### config.mk
export PLATFORM = sky130hd
export DESIGN_NAME = cks_accum
export DESIGN_NICKNAME = d
export VERILOG_FILES = /design/src/rtl/cks_pkg.sv /design/src/rtl/cks_window.sv /design/src/rtl/cks_id_pack.sv /design/src/rtl/cks_accum.sv
export SDC_FILE = /design/constraint.sdc
export NUM_CORES = 1
export LEC_CHECK = 0
export CORE_MARGIN = 2
export CORE_UTILIZATION = 30
export CTS_CLUSTER_SIZE = 10
export DETAILED_ROUTE_END_ITERATION = 8
export GPL_ROUTABILITY_DRIVEN = 0
export SETUP_SLACK_MARGIN = 0.4
export SLEW_MARGIN = 20
export SYNTH_ARGS = -nofsm -noshare
export SYNTH_HDL_FRONTEND = slang
export SYNTH_SLANG_ARGS = --single-unit
### constraint.sdc
create_clock -name clk -period 7.3 [get_ports clk]
set_clock_uncertainty 0.2 [all_clocks]
set_input_delay 1.095 -clock clk [delete_from_list [all_inputs] [get_ports clk]]
set_output_delay 1.095 -clock clk [all_outputs]
set_load 0.03 [all_outputs]
### src/rtl/cks_pkg.sv
package cks_pkg;
    localparam int unsigned SUM_W = 16;

    typedef struct packed {
        logic             busy;
        logic             done;
        logic [SUM_W-1:0] acc;
    } cks_state_t;
endpackage

### src/rtl/cks_window.sv
module cks_window #(
    parameter int unsigned ADDR_W      = 10,
    parameter int unsigned SMALL_WORDS = 512,
    parameter int unsigned LARGE_WORDS = 1024,
    parameter int unsigned PROT_WORDS  = 64
) (
    input  logic [ADDR_W-1:0] addr,
    input  logic              large_sel,
    input  logic              protect,
    output logic              keep
);
    localparam int unsigned LW = ADDR_W + 1;
    localparam logic [LW-1:0] LIM_PROT  = LW'(PROT_WORDS);
    localparam logic [LW-1:0] LIM_SMALL = LW'(SMALL_WORDS - 1);
    localparam logic [LW-1:0] LIM_LARGE = LW'(LARGE_WORDS - 1);

    logic [LW-1:0] limit;

    always_comb begin
        if (protect)        limit = LIM_PROT;
        else if (large_sel) limit = LIM_LARGE;
        else                limit = LIM_SMALL;
        keep = ({1'b0, addr} < limit);
    end
endmodule

### src/rtl/cks_id_pack.sv
module cks_id_pack #(
    parameter int unsigned NIB_W    = 4,
    parameter int unsigned ID_COUNT = 4,
    parameter int unsigned OUT_W    = 16
) (
    input  logic [ID_COUNT*NIB_W-1:0] ids,
    output logic [OUT_W-1:0]          packed_val
);
    localparam int unsigned PK_W = ID_COUNT * NIB_W;

    logic [PK_W-1:0] nibs;

    for (genvar k = 0; k < ID_COUNT; k++) begin : g_nib
        assign nibs[(ID_COUNT-1-k)*NIB_W +: NIB_W] = ids[k*NIB_W +: NIB_W];
    end

    assign packed_val = OUT_W'(nibs);
endmodule

### src/rtl/cks_accum.sv
module cks_accum
    import cks_pkg::*;
#(
    parameter int unsigned ADDR_W      = 10,
    parameter int unsigned WORD_W      = 12,
    parameter int unsigned CFG_W       = 5,
    parameter int unsigned CP_BIT      = 3,
    parameter int unsigned NIB_W       = 4,
    parameter int unsigned SMALL_WORDS = 512,
    parameter int unsigned LARGE_WORDS = 1024,
    parameter int unsigned PROT_WORDS  = 64
) (
    input  logic              clk,
    input  logic              rst_n,
    input  logic              start,
    input  logic              word_valid,
    input  logic              word_last,
    input  logic [ADDR_W-1:0] word_addr,
    input  logic [WORD_W-1:0] word_data,
    input  logic [CFG_W-1:0]  cfg_word,
    input  logic [NIB_W-1:0]  uid0,
    input  logic [NIB_W-1:0]  uid1,
    input  logic [NIB_W-1:0]  uid2,
    input  logic [NIB_W-1:0]  uid3,
    input  logic              large_sel,
    output logic              done,
    output logic [SUM_W-1:0]  checksum
);
    localparam int unsigned ID_COUNT = 4;

    cks_state_t       state_d, state_q;
    logic             protect;
    logic             keep;
    logic [SUM_W-1:0] id_val;
    logic [SUM_W-1:0] addend;
    logic [SUM_W-1:0] tail;

    assign protect = ~cfg_word[CP_BIT];

    cks_window #(
        .ADDR_W     (ADDR_W),
        .SMALL_WORDS(SMALL_WORDS),
        .LARGE_WORDS(LARGE_WORDS),
        .PROT_WORDS (PROT_WORDS)
    ) u_window (
        .addr     (word_addr),
        .large_sel(large_sel),
        .protect  (protect),
        .keep     (keep)
    );

    cks_id_pack #(
        .NIB_W   (NIB_W),
        .ID_COUNT(ID_COUNT),
        .OUT_W   (SUM_W)
    ) u_id_pack (
        .ids       ({uid3, uid2, uid1, uid0}),
        .packed_val(id_val)
    );

    always_comb begin
        addend  = keep ? SUM_W'(word_data) : '0;
        tail    = SUM_W'(cfg_word) + (protect ? id_val : '0);
        state_d = state_q;
        state_d.done = 1'b0;
        if (start) begin
            state_d.acc  = '0;
            state_d.busy = 1'b1;
        end else if (state_q.busy && word_valid) begin
            if (word_last) begin
                state_d.acc  = state_q.acc + addend + tail;
                state_d.busy = 1'b0;
                state_d.done = 1'b1;
            end else begin
                state_d.acc  = state_q.acc + addend;
            end
        end
    end

    always_ff @(posedge clk or negedge rst_n) begin
        if (!rst_n) state_q <= '0;
        else        state_q <= state_d;
    end

    assign done     = state_q.done;
    assign checksum = state_q.acc;

    assert_start_clears_R1: assert property (@(posedge clk) disable iff (!rst_n)
        start |=> (checksum == '0 && !done));

    assert_skip_word_R8: assert property (@(posedge clk) disable iff (!rst_n)
        (word_valid && !word_last && !keep && !start) |=> $stable(checksum));

    assert_idle_hold_R9: assert property (@(posedge clk) disable iff (!rst_n)
        (!state_q.busy && !start) |=> $stable(checksum));

    assert_done_pulse_R10: assert property (@(posedge clk) disable iff (!rst_n)
        done |=> !done);

    assert_done_cause_R10: assert property (@(posedge clk) disable iff (!rst_n)
        done |-> $past(word_valid && word_last && state_q.busy && !start));
endmodule

==> results.md <==
- Crit end category: flop
- Core Footprint: 9590 sq um
- Syn Area/Cell: 8.25 sq um
- Worst-case clock buffer depth: 2
- # fillers: 992
- Worst Path Max Fanout: 7
- Initial DRC count: approximately 100
- CP max-delay cell: clkdlybuf4s50_1
- Combinational family with the most area after synthesis: compound AO/OA/AOI/OAI gates
- Total die area: 10500 sq um
- Hold Crit Depth: 1
- Synth Instances: roughly 350
- Adder-Cell Fraction of Synth Area: 23.4%
- Fin crit period: 6580 ps
- Antenna violations before repair: 0
- Overall routed net length: 7.78 mm
- Max Cap Viol: 0
- Clk_lat worst skew: about 260 ps
- Mux contribution to synthesized area: ~3.1%
- Post-DP HPWL: about 6.3 mm
- Switching share of power: a little under half
- Initial Utilization: slightly above 30%
- Kind of critical path: input pin to flop
- R2r setup slk: roughly 2700 ps
- Dominant cell type by area after synthesis: ha_1
- Avg Vias per Cell: between 4 and 5
- Share of cells above drive strength 1: a little under 8%
- Mapped Area: 2920 sq um
- Sw Pwr: 314 uW
- Sequential-to-total area share from yosys stat: between 10% and 20%
- Slew @ Worst Pin: around 880 ps
- Achievable clock frequency: ~150 MHz
- CP Data Arrival Time: 6530 ps
- CTS tree: yes
- Reg-to-Reg End: checksum[15]$_DFFE_PN0P_
- Syn Nets: 454
- DRC: 0
- Most frequent CP cell: a21o_1
- Area growth from synthesis to layout: 28.6%
- FF+latch count, synth: 18
- Vias after detailed routing: 2685
- P_int: 366 uW
- PortBufs: 65
- First-pass GRT wire length: 12.7 mm
- Worst EP required: between 7000 and 8000 ps
- Synth Area in Compound Gates: approximately a quarter
- Hold slack: between 300 and 400 ps
- Relative slew slack: 41.5%
- Setup TNS: 0 ps
- Synth area leaders: ha_1 19%, dfrtp_1 15%, a21o_1 5.4%
- Root buf cell: clkbuf_8
- RSZ-0062 raised after global routing: no
- Post-synth EDFFs: 0
- Clock power frac: a little over a tenth
- Critical-path cell list: clkdlybuf4s50_1 > ha_1 > a21o_1 > a21o_1 > a21o_1 > a21o_1 > a21o_4 > buf_4 > a21oi_2 > ha_1 > and3_1 > and3_1 > a221o_2 > a221o_1 > xor2_1 > ha_1 > ha_4 > a21o_1 > a21oi_2 > o21a_1 > a21oi_1 > nor3b_2 > mux2i_1 > mux2_2
- Top-area cell type share of the netlist area: 19.3%
- Chip width: ~100 um
- Num ports: 66
- Maximum number of pins on one net before global-route repair: 24
- Yosys cell types: 53
- Synth Area in XOR/XNOR: under 10%
- Clock transition at path regs: ~70 ps
- Leak Pwr: 0.00182 uW
- Post-synthesis async set-or-reset flop share: 100%
- WL per Instance: about 14 um
- Power Density: between 150 and 200 nW/um^2
- Dominant synthesized flop cell: dfrtp_1
- Final nets: 507
- Simple-Gate Fraction of Synth Area: 19.2%
- Fin crit share: between 90% and 100%
- H-tree levels: 1
- Antenna fix cells: 0
- Initial DRT Pass Iterations: 4
- Hold path start: state_q[17]$_DFFE_PN0P_
- Tot GR Track Use: between 10% and 20%
- Worst VDD drop: ~0.062 mV
- Seq pwr share: a little under a fifth
- DIE HEIGHT: 103 um
- Fin. max-slew vios: 0
- GRT overflow: 0
- Min-Delay Endpoint: state_q[17]$_DFFE_PN0P_
- Clk sinks: 18
- R2R depth: 16
- Synth Warn #: 0
- CP Launch Type: input pin
- Final Hold Viols: 0
- Status: complete, no violations
- TritonCTS Buffers: 3
- Row count: 36
- Final Setup Violations: 0
- Vias in the first global route: roughly 2700
- FF-to-FF Start: checksum[0]$_DFFE_PN0P_
- Hold crit path type: flop to flop
- ANT nets after route: 0
- Logic pwr share: 70.2%
- Max incr delay on CP: just over 400 ps
## worst max-delay path: cells and delay by family
kind / cells / cell delay, ps
AOI/OAI and AO/OA: 12 / 2360
muxes: 2 / 550
buffers and inverters: 2 / 570
and+or+nand+nor: 3 / 610
xor gates and xnor gates: 1 / 170
adders and majority gates: 4 / 1150
## layout by cell type, fill, tap and decap left out, types with 2 or more instances in the layout
cell | netlist | final
clkdlybuf4s50_1 | 0 | 64
ha_1 | 45 | 44
a21oi_1 | 30 | 27
nand2_1 | 26 | 26
a21o_1 | 21 | 20
dfrtp_1 | 18 | 18
nor2b_1 | 17 | 17
nor2_1 | 16 | 16
inv_1 | 14 | 13
xor2_1 | 13 | 13
nand3b_1 | 12 | 12
o21ai_0 | 11 | 11
xnor2_1 | 11 | 11
buf_4 | 16 | 11
mux2i_1 | 8 | 8
nor3_1 | 7 | 7
a211oi_1 | 9 | 7
nand3_1 | 6 | 6
fa_1 | 6 | 6
and3_1 | 4 | 4
a31oi_1 | 4 | 4
o21a_1 | 4 | 4
nand2b_1 | 3 | 3
a21oi_2 | 0 | 3
or2_2 | 3 | 3
a21boi_0 | 3 | 3
and2_1 | 3 | 3
o211ai_1 | 3 | 3
clkbuf_8 | 0 | 3
a211oi_2 | 0 | 2
o21bai_1 | 2 | 2
a221o_2 | 2 | 2
a221o_1 | 2 | 2
## power groups by stage
stage	Clock (uW)	Sequential (uW)	Combinational, uW
global placement	0	130	450
floorplan	0	124	343
finish	74.1	128	477
global route	79.2	131	533
detailed placement	0	131	459
CTS	75.9	129	462
## registers in the layout (all words and copies together) (netlist names)
name,cells
checksum,16
done,1
state_q,1
## final cells by class
| type | count | area, sq um | share of cell area, % |
|---|---|---|---|
| clock buffer | 3 | 41.3 | 1.10 |
| inverter | 15 | 56.3 | 1.50 |
| multi-input combinational | 292 | 2300 | 61.1 |
| sequential | 18 | 450 | 12.0 |
| tap | 133 | 166 | 4.43 |
| timing repair buffer | 77 | 747 | 19.9 |
## how the worst max path moves through the flow
stage | cells past startpoint | slack, ps | end | startpoint
final | 24 | 720 | checksum[15]$_DFFE_PN0P_ | word_addr[1]
after global routing | 24 | 500 | checksum[15]$_DFFE_PN0P_ | word_addr[1]
after CTS | 25 | 400 | checksum[15]$_DFFE_PN0P_ | cfg_word[3]
after detailed placement | 25 | 90 | checksum[15]$_DFFE_PN0P_ | cfg_word[3]
after global placement | 25 | 200 | checksum[15]$_DFFE_PN0P_ | cfg_word[3]
after floorplan | 26 | 510 | checksum[15]$_DFFE_PN0P_ | cfg_word[3]
## cells in the mapped netlist (9+ instances only)
| master | instances |
|---|---|
| xor2_1 | 13 |
| xnor2_1 | 11 |
| nand2_1 | 26 |
| nor2b_1 | 17 |
| ha_1 | 45 |
| a211oi_1 | 9 |
| a21oi_1 | 30 |
| buf_4 | 16 |
| dfrtp_1 | 18 |
| nor2_1 | 16 |
| o21ai_0 | 11 |
| inv_1 | 14 |
| a21o_1 | 21 |
| nand3b_1 | 12 |
## through the flow
step / power [uW] / worst slack [ps] / instance area (sq um) / instances / utilization (%)
4_1_cts: 666 / 404 / 3670 / 534 / 38.3
5_1_grt: 743 / 498 / 3760 / 538 / 39.2
2_1_floorplan: 468 / 515 / 2920 / 354 / -
6_report: 680 / 718 / 3760 / 538 / 39.2
3_3_place_gp: 580 / 197 / 3630 / 531 / 37.8
3_5_place_dp: 589 / 87.0 / 3630 / 531 / 37.8
## layer usage
metal	global-route usage (%)	vias to the layer above	wire length (um)
met5	0	-	0
met2	25.2	46	3480
li1	-	1371	-
met4	3.49	0	65
met1	21.0	1261	3920
met3	0.949	7	317
## repair_timing
item | 4_1_cts | 5_1_grt
gates resized for setup | 1 | 13
endpoints found under the setup margin | 1 | 2
pin swaps | 0 | 9
setup buffers | 0 | 4
hold buffers | 0 | 0
## cell families after synthesis
family                   Yosys count
buffers and inverters             44
adder cells (fa/ha/maj)           51
flip-flops                        18
multiplexers                       9
AND/OR/NAND/NOR                  105
AO/OA/AOI/OAI                    103
XOR/XNOR                          24
Power figures use the tool's default switching activity.
